`config.mk`:
```
export PLATFORM = sky130hd
export DESIGN_NAME = cell_bal_sequencer
export DESIGN_NICKNAME = d
export VERILOG_FILES = /design/src/rtl/cbs_pkg.sv /design/src/rtl/seq_timer.sv /design/src/rtl/qual_counter.sv /design/src/rtl/meas_capture.sv /design/src/rtl/shunt_gate.sv /design/src/rtl/cell_bal_sequencer.sv
export SDC_FILE = /design/constraint.sdc
export NUM_CORES = 1
export LEC_CHECK = 0
export BUFFER_PORTS_ARGS = -buffer_cell sky130_fd_sc_hd__buf_2
export CAP_MARGIN = 0
export CORE_AREA = 3 3 104 106
export DETAILED_ROUTE_END_ITERATION = 8
export DIE_AREA = 0 0 107 109
export GPL_TIMING_DRIVEN = 0
export HOLD_SLACK_MARGIN = 0.08
export PLACE_DENSITY = 0.69
export SYNTH_ARGS = -nofsm -noshare
export SYNTH_HDL_FRONTEND = slang
export SYNTH_SLANG_ARGS = --single-unit
```
`constraint.sdc`:
```
create_clock -name clk -period 5.6 [get_ports clk]
set_input_delay 0.56 -clock clk [delete_from_list [all_inputs] [get_ports clk]]
set_output_delay 0.56 -clock clk [all_outputs]
set_load 0.05 [all_outputs]
```
`src/rtl/cbs_pkg.sv`:
```
package cbs_pkg;

    localparam int MAX_CELLS    = 10;
    localparam int PERIOD_SLOTS = 128;
    localparam int MEAS_SLOTS   = 5;
    localparam int QUAL_PERIODS = 32;
    localparam int MV_W         = 13;
    localparam int UV_MV        = 2300;
    localparam int UVREL_MV     = 2800;
    localparam int OV_BASE_MV   = 4100;
    localparam int STEP_MV      = 50;
    localparam int CE_DROP_MV   = 150;
    localparam int BAL_FLOOR_MV = 3750;
    localparam int CODE_MAX     = 8;

    typedef enum logic [2:0] {
        THR_UV    = 3'd0,
        THR_UVREL = 3'd1,
        THR_CE    = 3'd2,
        THR_OV    = 3'd3,
        THR_BAL   = 3'd4
    } thr_e;

    typedef enum logic [1:0] {
        TRI_LOW  = 2'b00,
        TRI_MID  = 2'b01,
        TRI_HIGH = 2'b10,
        TRI_RSVD = 2'b11
    } tri_e;

    typedef struct packed {
        logic uv_any;
        logic ov_any;
        logic none_above_ce;
        logic all_above_rel;
    } verdict_t;

    function automatic int tri_rank(input logic [1:0] code);
        case (tri_e'(code))
            TRI_LOW: return 0;
            TRI_MID: return 1;
            default: return 2;
        endcase
    endfunction

    function automatic int cell_count(input logic [1:0] hi, input logic [1:0] lo);
        int hr;
        hr = tri_rank(hi);
        if (hr == 2) return MAX_CELLS;
        return 5 + 3 * hr + tri_rank(lo);
    endfunction

    function automatic logic [MV_W-1:0] level_mv(input logic [2:0] sel,
                                                 input logic [3:0] ovc,
                                                 input logic [3:0] ofs);
        int ov;
        int bal;
        int r;
        ov  = OV_BASE_MV + STEP_MV * ((int'(ovc) > CODE_MAX) ? CODE_MAX : int'(ovc));
        bal = ov - STEP_MV * ((int'(ofs) > CODE_MAX) ? CODE_MAX : int'(ofs));
        if (bal < BAL_FLOOR_MV) bal = BAL_FLOOR_MV;
        case (thr_e'(sel))
            THR_UV:    r = UV_MV;
            THR_UVREL: r = UVREL_MV;
            THR_CE:    r = ov - CE_DROP_MV;
            THR_OV:    r = ov;
            THR_BAL:   r = bal;
            default:   r = 0;
        endcase
        return MV_W'(r);
    endfunction

endpackage

```
`src/rtl/seq_timer.sv`:
```
module seq_timer #(
    parameter int PERIOD_SLOTS = cbs_pkg::PERIOD_SLOTS,
    parameter int MEAS_SLOTS   = cbs_pkg::MEAS_SLOTS
) (
    input  logic       clk,
    input  logic       rst,
    input  logic       tick,
    output logic       measuring,
    output logic       first_slot,
    output logic       eval,
    output logic       phase_odd,
    output logic [2:0] meas_idx
);
    localparam int SW = $clog2(PERIOD_SLOTS);
    localparam logic [SW-1:0] LAST = SW'(PERIOD_SLOTS - 1);
    localparam logic [SW-1:0] MEAS_END = SW'(MEAS_SLOTS);

    logic [SW-1:0] slot;

    always_ff @(posedge clk) begin
        if (rst) begin
            slot      <= '0;
            phase_odd <= 1'b0;
        end else if (tick) begin
            if (slot == LAST) begin
                slot      <= '0;
                phase_odd <= ~phase_odd;
            end else begin
                slot <= slot + 1'b1;
            end
        end
    end

    assign measuring  = (slot < MEAS_END);
    assign first_slot = (slot == '0);
    assign eval       = tick && (slot == MEAS_END - 1'b1);
    assign meas_idx   = measuring ? slot[2:0] : 3'd0;


    slot_tick_only_chk: assert property (@(posedge clk) disable iff (rst)
        !$stable(slot) |-> $past(tick));

    phase_wrap_chk: assert property (@(posedge clk) disable iff (rst)
        !$stable(phase_odd) |-> ($past(tick) && $past(slot) == LAST));
endmodule

```
`src/rtl/qual_counter.sv`:
```
module qual_counter #(
    parameter int QUAL = cbs_pkg::QUAL_PERIODS
) (
    input  logic clk,
    input  logic rst,
    input  logic upd,
    input  logic cond,
    output logic flag
);
    localparam int CW = $clog2(QUAL + 1);
    localparam logic [CW-1:0] TOP = CW'(QUAL);

    logic [CW-1:0] cnt;

    always_ff @(posedge clk) begin
        if (rst) cnt <= '0;
        else if (upd) begin
            if (!cond)          cnt <= '0;
            else if (cnt != TOP) cnt <= cnt + 1'b1;
        end
    end

    assign flag = (cnt == TOP);


    flag_rise_chk: assert property (@(posedge clk) disable iff (rst)
        $rose(flag) |-> $past(upd && cond));

    flag_hold_chk: assert property (@(posedge clk) disable iff (rst)
        (flag && !upd) |=> flag);
endmodule

```
`src/rtl/meas_capture.sv`:
```
module meas_capture #(
    parameter int N    = cbs_pkg::MAX_CELLS,
    parameter int QUAL = cbs_pkg::QUAL_PERIODS
) (
    input  logic         clk,
    input  logic         rst,
    input  logic         tick,
    input  logic         measuring,
    input  logic         eval,
    input  logic [2:0]   idx,
    input  logic [N-1:0] cmp,
    input  logic [N-1:0] mask,
    output logic [N-1:0] bal_above,
    output logic         ov_flag,
    output logic         uv_flag,
    output logic         all_below_ce,
    output logic         all_above_rel
);
    import cbs_pkg::*;

    logic [N-1:0] cap_uv, cap_rel, cap_ce, cap_ov;
    verdict_t     vd;

    always_ff @(posedge clk) begin
        if (rst) begin
            cap_uv <= '0;
            cap_rel <= '0;
            cap_ce <= '0;
            cap_ov <= '0;
        end else if (tick && measuring) begin
            case (thr_e'(idx))
                THR_UV:    cap_uv  <= cmp;
                THR_UVREL: cap_rel <= cmp;
                THR_CE:    cap_ce  <= cmp;
                THR_OV:    cap_ov  <= cmp;
                default:   ;
            endcase
        end
    end

    always_comb begin
        vd.uv_any        = |(~cap_uv & mask);
        vd.ov_any        = |(cap_ov & mask);
        vd.none_above_ce = ~|(cap_ce & mask);
        vd.all_above_rel = &(cap_rel | ~mask);
    end

    always_ff @(posedge clk) begin
        if (rst) begin
            bal_above     <= '0;
            all_below_ce  <= 1'b0;
            all_above_rel <= 1'b0;
        end else if (eval) begin
            bal_above     <= cmp & mask;
            all_below_ce  <= vd.none_above_ce;
            all_above_rel <= vd.all_above_rel;
        end
    end

    qual_counter #(.QUAL(QUAL)) u_ov (
        .clk(clk), .rst(rst), .upd(eval), .cond(vd.ov_any), .flag(ov_flag));
    qual_counter #(.QUAL(QUAL)) u_uv (
        .clk(clk), .rst(rst), .upd(eval), .cond(vd.uv_any), .flag(uv_flag));


    summary_hold_chk: assert property (@(posedge clk) disable iff (rst)
        !eval |=> ($stable(all_below_ce) && $stable(all_above_rel)));

    bal_mask_chk: assert property (@(posedge clk) disable iff (rst)
        eval |=> ((bal_above & ~$past(mask)) == '0));
endmodule

```
`src/rtl/shunt_gate.sv`:
```
module shunt_gate #(
    parameter int N = cbs_pkg::MAX_CELLS
) (
    input  logic         measuring,
    input  logic         phase_odd,
    input  logic         asleep,
    input  logic         bal_enable,
    input  logic         chg_det,
    input  logic [3:0]   ofs_code,
    input  logic [N-1:0] bal_above,
    input  logic [N-1:0] mask,
    output logic [N-1:0] shunt
);
    logic allow;
    assign allow = !measuring && !asleep && bal_enable && chg_det && (ofs_code != 4'd0);

    for (genvar i = 0; i < N; i++) begin : g_cell
        localparam bit EVEN_CELL = ((i % 2) == 1);
        assign shunt[i] = allow && bal_above[i] && mask[i] && (EVEN_CELL == !phase_odd);
    end
endmodule

```
`src/rtl/cell_bal_sequencer.sv`:
```
module cell_bal_sequencer #(
    parameter int N            = cbs_pkg::MAX_CELLS,
    parameter int PERIOD_SLOTS = cbs_pkg::PERIOD_SLOTS,
    parameter int MEAS_SLOTS   = cbs_pkg::MEAS_SLOTS,
    parameter int QUAL         = cbs_pkg::QUAL_PERIODS
) (
    input  logic                     clk,
    input  logic                     rst,
    input  logic                     slot_tick,
    input  logic [N-1:0]             cmp_hi,
    input  logic [1:0]               cnt_sel_lo,
    input  logic [1:0]               cnt_sel_hi,
    input  logic [3:0]               ov_code,
    input  logic [3:0]               bal_ofs_code,
    input  logic                     bal_enable,
    input  logic                     chg_det,
    input  logic                     asleep,
    output logic                     meas_strobe,
    output logic [2:0]               thr_sel,
    output logic [cbs_pkg::MV_W-1:0] thr_mv,
    output logic [N-1:0]             shunt_en,
    output logic                     ov_flag,
    output logic                     uv_flag,
    output logic                     all_below_ce,
    output logic                     all_above_uvrel
);
    import cbs_pkg::*;

    logic         measuring, eval, phase_odd;
    logic [N-1:0] mask, bal_above;
    int           ncells;

    seq_timer #(.PERIOD_SLOTS(PERIOD_SLOTS), .MEAS_SLOTS(MEAS_SLOTS)) u_timer (
        .clk(clk), .rst(rst), .tick(slot_tick), .measuring(measuring),
        .first_slot(meas_strobe), .eval(eval), .phase_odd(phase_odd), .meas_idx(thr_sel));

    assign ncells = cell_count(cnt_sel_hi, cnt_sel_lo);
    for (genvar i = 0; i < N; i++) begin : g_mask
        assign mask[i] = (i < ncells);
    end

    assign thr_mv = level_mv(thr_sel, ov_code, bal_ofs_code);

    meas_capture #(.N(N), .QUAL(QUAL)) u_meas (
        .clk(clk), .rst(rst), .tick(slot_tick), .measuring(measuring), .eval(eval),
        .idx(thr_sel), .cmp(cmp_hi), .mask(mask), .bal_above(bal_above),
        .ov_flag(ov_flag), .uv_flag(uv_flag), .all_below_ce(all_below_ce),
        .all_above_rel(all_above_uvrel));

    shunt_gate #(.N(N)) u_shunt (
        .measuring(measuring), .phase_odd(phase_odd), .asleep(asleep),
        .bal_enable(bal_enable), .chg_det(chg_det), .ofs_code(bal_ofs_code),
        .bal_above(bal_above), .mask(mask), .shunt(shunt_en));


    shunt_meas_off_chk: assert property (@(posedge clk) disable iff (rst)
        meas_strobe |-> (shunt_en == '0));

    shunt_mask_chk: assert property (@(posedge clk) disable iff (rst)
        (shunt_en & ~mask) == '0);

    shunt_needs_charger_chk: assert property (@(posedge clk) disable iff (rst)
        (!chg_det || !bal_enable) |-> (shunt_en == '0));
endmodule

```
==> results of run 1 <==
-- metrics by stage --
step	utilization (%)	total power [mW]	cells	instance area (µm²)
2_1_floorplan	-	0.8679	643	4926
3_3_place_gp	54.36	0.9607	830	5363
3_5_place_dp	54.36	0.9708	830	5363
4_1_cts	56.68	1.385	849	5592
5_1_grt	57.31	1.464	851	5653
6_report	57.31	1.393	851	5653
-- area by class of cell --
cell class	count	share of cell area, %
multi-input combinational	513	58.61
sequential	72	25.50
timing repair buffer	59	5.533
tap	133	2.944
clock buffer	14	2.700
buffer	31	2.235
inverter	27	1.793
clock inverter	2	0.6861
-- worst min-delay path by stage --
stage | start | to | slack (ps) | depth (start not counted)
global route | u_meas.cap_ov[3]$_SDFFE_PP0P_ | u_meas.cap_ov[3]$_SDFFE_PP0P_ | 470 | 2
finish | u_meas.bal_above[6]$_SDFFE_PP0P_ | u_meas.bal_above[6]$_SDFFE_PP0P_ | 450 | 2
global placement | u_meas.bal_above[8]$_SDFFE_PP0P_ | u_meas.bal_above[8]$_SDFFE_PP0P_ | 440 | 2
floorplan | u_meas.bal_above[4]$_SDFFE_PP0P_ | u_meas.bal_above[4]$_SDFFE_PP0P_ | 430 | 2
CTS | u_meas.cap_ce[8]$_SDFFE_PP0P_ | u_meas.cap_ce[8]$_SDFFE_PP0P_ | 450 | 2
detailed placement | u_meas.cap_ov[3]$_SDFFE_PP0P_ | u_meas.cap_ov[3]$_SDFFE_PP0P_ | 440 | 2
-- per-layer routing --
| metal | vias up | wire length, µm |
|---|---|---|
| met5 | - | 0 |
| met4 | 0 | 465 |
| met3 | 32 | 690 |
| met2 | 149 | 6642 |
| met1 | 2278 | 5754 |
| li1 | 2403 | - |
-- sequential cells by signal (all words and copies together) (netlist names), 6 cells and up --
name	count
u_meas.cap_ov	10
u_meas.cap_rel	10
u_timer.slot	7
u_meas.u_uv.cnt	6
u_meas.cap_uv	10
u_meas.cap_ce	10
u_meas.bal_above	10
u_meas.u_ov.cnt	6
-- power groups by stage --
stage	Sequential [mW]	Combinational [mW]	Clock (mW)
after global placement	0.543	0.418	0
after detailed placement	0.543	0.428	0
after global routing	0.533	0.492	0.439
after CTS	0.531	0.440	0.414
final	0.532	0.453	0.408
after floorplan	0.542	0.326	0
-- critical path: cells and delay by family --
family	cells	cell delay, ps
AND/OR/NAND/NOR	3	810
XOR/XNOR	1	330
adder cells (fa/ha/maj)	4	1260
AO/OA/AOI/OAI	4	1330
buffers and inverters	3	510
-- layout by cell type (no fill, tap or decap), types with 3 or more instances in the layout --
cell type,Yosys,layout
nand2_1,90,90
dfxtp_1,72,72
a21oi_1,63,63
nor2_1,55,54
buf_2,1,53
nand3_1,33,33
clkbuf_1,28,31
ha_1,29,27
inv_1,25,25
o21ai_0,23,22
xnor2_1,19,18
nor2b_1,13,13
xor2_1,16,13
and3_1,13,13
nand4_1,13,13
mux2i_1,12,12
a21o_1,11,11
and2_1,11,11
nand2b_1,10,10
clkbuf_8,0,10
or2_2,8,8
buf_4,2,7
o211ai_1,7,7
nor3_1,6,6
o22ai_1,5,5
or4_1,4,4
a31oi_1,4,4
a211o_1,4,4
xor2_2,0,3
o21ai_1,2,3
a2111oi_0,3,3
a211oi_1,3,3
o21a_1,3,3
o32a_1,3,3
nand3b_1,3,3
conb_1,1,3
-- what timing repair did --
| item | 4_1_cts | 5_1_grt |
|---|---|---|
| gates resized for setup | 4 | 11 |
| gates cloned | 0 | 0 |
| buffers inserted | 3 | 2 |
| pin swaps | 2 | 4 |
| endpoints found under the setup margin | 12 | 12 |
-- kinds of logic after synthesis --
logic type,share of synthesized area (%)
buffers and inverters,4.604
xor gates and xnor gates,6.690
and+or+nand+nor,28.08
adders and majority gates,8.598
muxes,2.442
AOI/OAI and AO/OA,20.20
DFF,29.31
other,0.07624
==> impl_results.md, run 1 <==
* Number of I/O port buffers at 54
* CP endpoint kind: output port
* Global-route wire length before repair at about 22000 µm
* Die area at 11660 µm²
* Max-cap violations at 0
* Synth area leaders: dfxtp_1 (29%), ha_1 (7.4%), nand2_1 (6.9%)
* Gp weighted congestion at approximately 0.90
* CP most frequent cell: ha_1
* Clk_skew at 8.741 ps
* Max-slew violation count at 0
* Critical R2R Capture: u_meas.u_uv.cnt[1]$_SDFFE_PP0P_
* DRC at 0
* Nets at just under 800
* Min Hold Slack at between 400 and 500 ps
* Slew at the pin with the worst max-slew slack at between 1000 and 1500 ps
* I/O pins at a little under 60
* Wire per inst at approximately 16 µm
* H-tree levels at 3
* Flop pwr share at 38.2%
* R2r worst-path depth at 9
* CP endpoint: thr_mv[4]
* CTS root buffer: clkbuf_8
* Max clock buf depth at 2
* CP Max Fanout at 6
* Leading area contributor after synthesis: dfxtp_1
* Width of the die at between 100 and 150 µm
* M1 GR Usage at a little over a quarter
* Power share of the clock group at 29.3%
* Internal at a little over 900 µW
* Maximum clock frequency at about 0.19 GHz
* Fin worst setup slack at about 250 ps
* Final Hold Fails at 0
* Drt total wl at 13550 µm
* Combinational share of power at roughly a third
* Lkg Pwr at ~2.3 nW
* RSZ-0062 raised after global routing: no
* Mapped Area at 4918 µm²
* Power Density at approximately 250 nW/µm²
* Status: finished, final reports clean
* Antenna Cells at 0
* Largest net degree at the start of global routing at 12
* Share of post-route cells with drive strength above 1 at ~14%
* CP Launch Type: primary input
* Sw frac at around 34%
* CP max stage cell: a2111oi_4
* Data required, critical path at 5040 ps
* Via-to-Cell Ratio at 5.713
* EDFF count, synth at 0
* Avg Inst Size Synth at approximately 7.7 µm²
* Min Tclk post-route at 5353 ps
* Yosys warnings at 0
* Num CTS Buffers at 9
* Clk Latency, worst-skew pair at about 340 ps
* Initial Utilization at between 40% and 50%
* Syn Inst Count at approximately 640
* Final HPWL DP at 10450 µm
* Period utilization at 95.59%
* Area Growth Syn to Fin at 14.93%
* Total GRT Usage at between 20% and 30%
* Post-synthesis register bit count at between 70 and 80
* DRT iter0 DRCs at 300
* Grt met2 use at about two fifths
* GRT met3 Usage at ~3.3%
* Multi-input gate area at between 3000 and 4000 µm²
* # rows at 36
* CTS tree: built
* Async SR Flop Fraction at 0%
* CP Launch Point: ov_code[3]
* Reg-to-reg slack, setup at 2990 ps
* Grt ovf at 0
* Crit Reg-Reg Startpoint: u_timer.slot[0]$_SDFFE_PP0P_
* Drt pass-1 iters at 5
* CP max stage delay at roughly 430 ps
* Most Crowded Layer GR: met2
* Type of the tightest min-delay check: flip-flop to flip-flop
* Final setup viols at 0
* Area of the core at between 9000 and 10000 µm²
* Dominant synthesized flop cell: dfxtp_1
* Sequential cell area at roughly 1400 µm²
* TNS Setup at 0 ps
* Post-synth top cells: nand2_1 (90), dfxtp_1 (72), a21oi_1 (63)
* Vias in the first global route at between 4000 and 5000
* Chip height at approximately 110 µm
* Yosys cell types at 69
* Initial antenna violation count at 0
* Max_slew headroom at approximately 28%
* Reg clk slew, reported paths at approximately 80 ps
* Critical Path, Cell by Cell: buf_2, nand2b_1, inv_1, ha_1, ha_1, ha_1, and4b_1, o21ai_1, xor2_2, ha_1, and3_4, a2111oi_4, o21ai_1, a311o_1, buf_2
* Yosys top cell area share at between 20 and 30%
* Detail Route Antenna Nets at 0
* WS Path Type: primary input to output port
* Vias at 4862
* Maximum VDD drop at between 0.1 and 0.15 mV
* Hold_buf cts at 0
* Clk sinks at between 70 and 80
* Worst Path Arrival at around 4800 ps
* Count leader, synth: nand2_1
* Sequential-to-total area share from yosys stat at approximately 29%
* Layout fillers at between 900 and 1000
* Pre-CTS setup slack at -581.2 ps
* Sw Pwr at approximately 480 µW
(Power assumes the default switching activity.)
==> run 2: changes to the inputs <==
--- a/config.mk
+++ b/config.mk
@@ -7,12 +7,11 @@
 export LEC_CHECK = 0
 export BUFFER_PORTS_ARGS = -buffer_cell sky130_fd_sc_hd__buf_2
 export CAP_MARGIN = 0
-export CORE_AREA = 3 3 104 106
+export CORE_AREA = 3 3 123 125
 export DETAILED_ROUTE_END_ITERATION = 8
-export DIE_AREA = 0 0 107 109
+export DIE_AREA = 0 0 126 128
 export GPL_TIMING_DRIVEN = 0
 export HOLD_SLACK_MARGIN = 0.08
-export PLACE_DENSITY = 0.69
 export SYNTH_ARGS = -nofsm -noshare
 export SYNTH_HDL_FRONTEND = slang
 export SYNTH_SLANG_ARGS = --single-unit
==> run 2 against run 1 <==
First-iteration DRC count rose by 57%. Global-route usage fell by 6.0 points. Register-to-register slack got worse by 130 ps. Cell area up 4.2%. Sequential share of layout area down 1.0 points. Count of clock-buffer cells in the layout is 3 lower. Sequential power barely moved. Highest routed layer unchanged.
==> impl_results.md, run 2 (synthesis results as in run 1) <==
* Clk Latency, worst-skew pair at 330 ps (about the same)
* CP Max Fanout at 9 (+3)
* CP endpoint kind: output port
* Maximum clock frequency at 0.1866 GHz (-0.11%)
* Max-cap violations at 0 (unchanged)
* Sw frac at 31.19% (-3.3 points)
* Worst path buffer plus inverter count at 4 (+1)
* Most frequent cells in the layout: nand2_1 (90), dfxtp_1 (72), a21oi_1 (63), nor2_1 (54), buf_2 (52)
* Flop pwr share at 32.9% (-5.3 points)
* Final setup viols at 0 (unchanged)
* Clk_skew at 9.750 ps (+1.009 ps)
* Detail Route Antenna Nets at 0 (unchanged)
* CP max stage delay at 460 ps (+30 ps)
* RSZ-0062 raised after global routing: no
* Global-route wire length before repair at 22770 µm (+4.8%)
* CP max stage cell: fa_2
* Area of the core at 13990 µm² (+42%)
* Width of the die at 126 µm (+18%)
* Die area at 16130 µm² (+38%)
* Slew at the pin with the worst max-slew slack at 810.0 ps (-242.8 ps)
* Internal at 1.114 mW (+22%)
* Drt total wl at 14140 µm (+4.3%)
* Vias at 4837 (-0.51%)
* DRT iter0 DRCs at 472 (+57%)
* Placed inst area at 5428 µm² (+1.2%)
* Grt ovf at 0 (unchanged)
* WS Path Type: primary input to output port
* Initial antenna violation count at 1 (+1)
* Data required, critical path at 5040 ps (about the same)
* Initial Utilization at 35.16% (-15 points)
* Combinational share of power at 28.4% (-4.1 points)
* Status: finished, final reports clean
* Most common cell after layout, fill and taps aside: nand2_1
* Via-to-Cell Ratio at 5.368 (-6.0%)
* Clk sinks at 72 (unchanged)
* Drt pass-1 iters at 6 (+1)
* H-tree levels at 3 (unchanged)
* Largest net degree at the start of global routing at 13 (+1)
* Critical Path, Cell by Cell: buf_2, nand2b_1, ha_4, inv_1, fa_2, nand4b_1, nor2_4, xnor2_4, ha_2, a21o_1, a211oi_1, o21ai_1, and3_4, a2111oi_4, o211ai_1, buf_4, nand2_1, clkbuf_4
* Layout fillers at 1467 (+54%)
* TNS Setup at 0 ps (unchanged)
* I/O pins at 59 (unchanged)
* Finished layout cell area at 5888 µm² (+4.2%)
* Max-slew violation count at 0 (unchanged)
* Share of post-route cells with drive strength above 1 at 14.44% (+0.66 points)
* Wire per inst at 15.69 µm (-1.4%)
* Vias in the first global route at 4534 (-1.7%)
* Num CTS Buffers at 9 (unchanged)
* Min Tclk post-route at 5359 ps (+5.946 ps)
* Number of I/O port buffers at 54 (unchanged)
* Total GRT Usage at 17.23% (-6.0 points)
* CP Launch Type: primary input
* Chip height at 128 µm (+17%)
* Final HPWL DP at 10920 µm (+4.5%)
* Final Hold Fails at 0 (unchanged)
* Power share of the clock group at 38.7% (+9.4 points)
* Lkg Pwr at 2.360 nW (+3.7%)
* # rows at 43 (+19%)
* Max_slew headroom at 45.50% (+18 points)
* Worst Path Arrival at 4800 ps (about the same)
* Worst path top cell family by delay: adder cells
* Sw Pwr at 504.9 µW (+5.2%)
* CTS tree: built
* Type of the tightest min-delay check: flip-flop to flip-flop
* Nets at 775 (+0.26%)
* Period utilization at 95.70% (+0.11 points)
* Area Growth Syn to Fin at 19.72%
* Max clock buf depth at 2 (unchanged)
* Hold_buf cts at 0 (unchanged)
* CTS root buffer: clkbuf_16
* Gp weighted congestion at 0.9219 (+2.1%)
* Maximum VDD drop at 0.1598 mV (+33%)
* Power Density at 274.9 nW/µm² (+12%)
* DRC at 0 (unchanged)
* Reg clk slew, reported paths at 60 ps (-20 ps)
## run 2: changes by cell type in the layout (fill, tap and decap cells not counted), sizes merged
cell,previous run,this run
clkbuf,44,41
buf,60,62
diode,0,1
clkinv,3,5
bufinv,1,2
## run 2: final timing paths
check	end	slack (ps)	start	depth (start not counted)
worst min register to register	u_meas.bal_above[5]$_SDFFE_PP0P_	450	u_meas.bal_above[5]$_SDFFE_PP0P_	2
worst min-delay path	u_meas.bal_above[5]$_SDFFE_PP0P_	450	u_meas.bal_above[5]$_SDFFE_PP0P_	2
worst max register to register	u_meas.u_uv.cnt[0]$_SDFFE_PP0P_	2860	u_timer.slot[6]$_SDFFE_PP0P_	7
worst max-delay path	thr_mv[5]	240	ov_code[3]	18
## run 2: timing repair
item,in CTS,in global routing
hold endpoints to repair,0,0
buffers inserted,2,4
endpoints found under the setup margin,12,12
pin swaps,2,5
resized for setup,7,11
## run 2: power groups by stage
stage	Sequential [mW]	Combinational (mW)	Clock, mW
2_1_floorplan	0.542	0.326	0
3_3_place_gp	0.543	0.420	0
3_5_place_dp	0.544	0.429	0
4_1_cts	0.532	0.440	0.635
5_1_grt	0.534	0.507	0.655
6_report	0.533	0.460	0.626
## run 2: final cells by class
| type | count | area (µm²) | area share (%) |
|---|---|---|---|
| flip-flops and latches | 72 | 1441 | 24.48 |
| diodes | 1 | 2.502 | 0.04250 |
| clock inverters | 5 | 78.83 | 1.339 |
| plain buffers | 31 | 126.4 | 2.146 |
| clock buffers | 11 | 252.7 | 4.292 |
| inverters | 27 | 101.3 | 1.721 |
| multi-input cells | 513 | 3329 | 56.54 |
| well taps | 180 | 225.2 | 3.825 |
| repair buffers | 61 | 330.3 | 5.610 |
## run 2: layer usage
| layer | global-route usage, % | part of all wire, % | vias up |
|---|---|---|---|
| met5 | 0 | 0 | - |
| met3 | 2.375 | 4.6 | 22 |
| met1 | 23.36 | 46 | 2267 |
| met2 | 28.89 | 48 | 130 |
| met4 | 4.606 | 1.4 | 0 |
| li1 | - | - | 2418 |
## run 2: worst min-delay path, delay by kind of cell, from the launching register on
kind | cells | cell delay (ps)
simple gates | 1 | 50
flops | 1 | 300
compound gates | 1 | 50
## run 2: per-stage QoR
step | worst slack (ps) | hold WS (ps) | power (mW) | utilization (%) | cells
final | 240.8 | 445.8 | 1.619 | 42.09 | 901
after detailed placement | -535.9 | 442.3 | 0.9721 | 38.80 | 878
after global routing | 28.82 | 465.8 | 1.696 | 42.09 | 901
after floorplan | 285.7 | 427.4 | 0.8679 | - | 643
after global placement | -531.7 | 436.3 | 0.9626 | 38.76 | 877
after CTS | 20.83 | 448.3 | 1.608 | 41.48 | 896
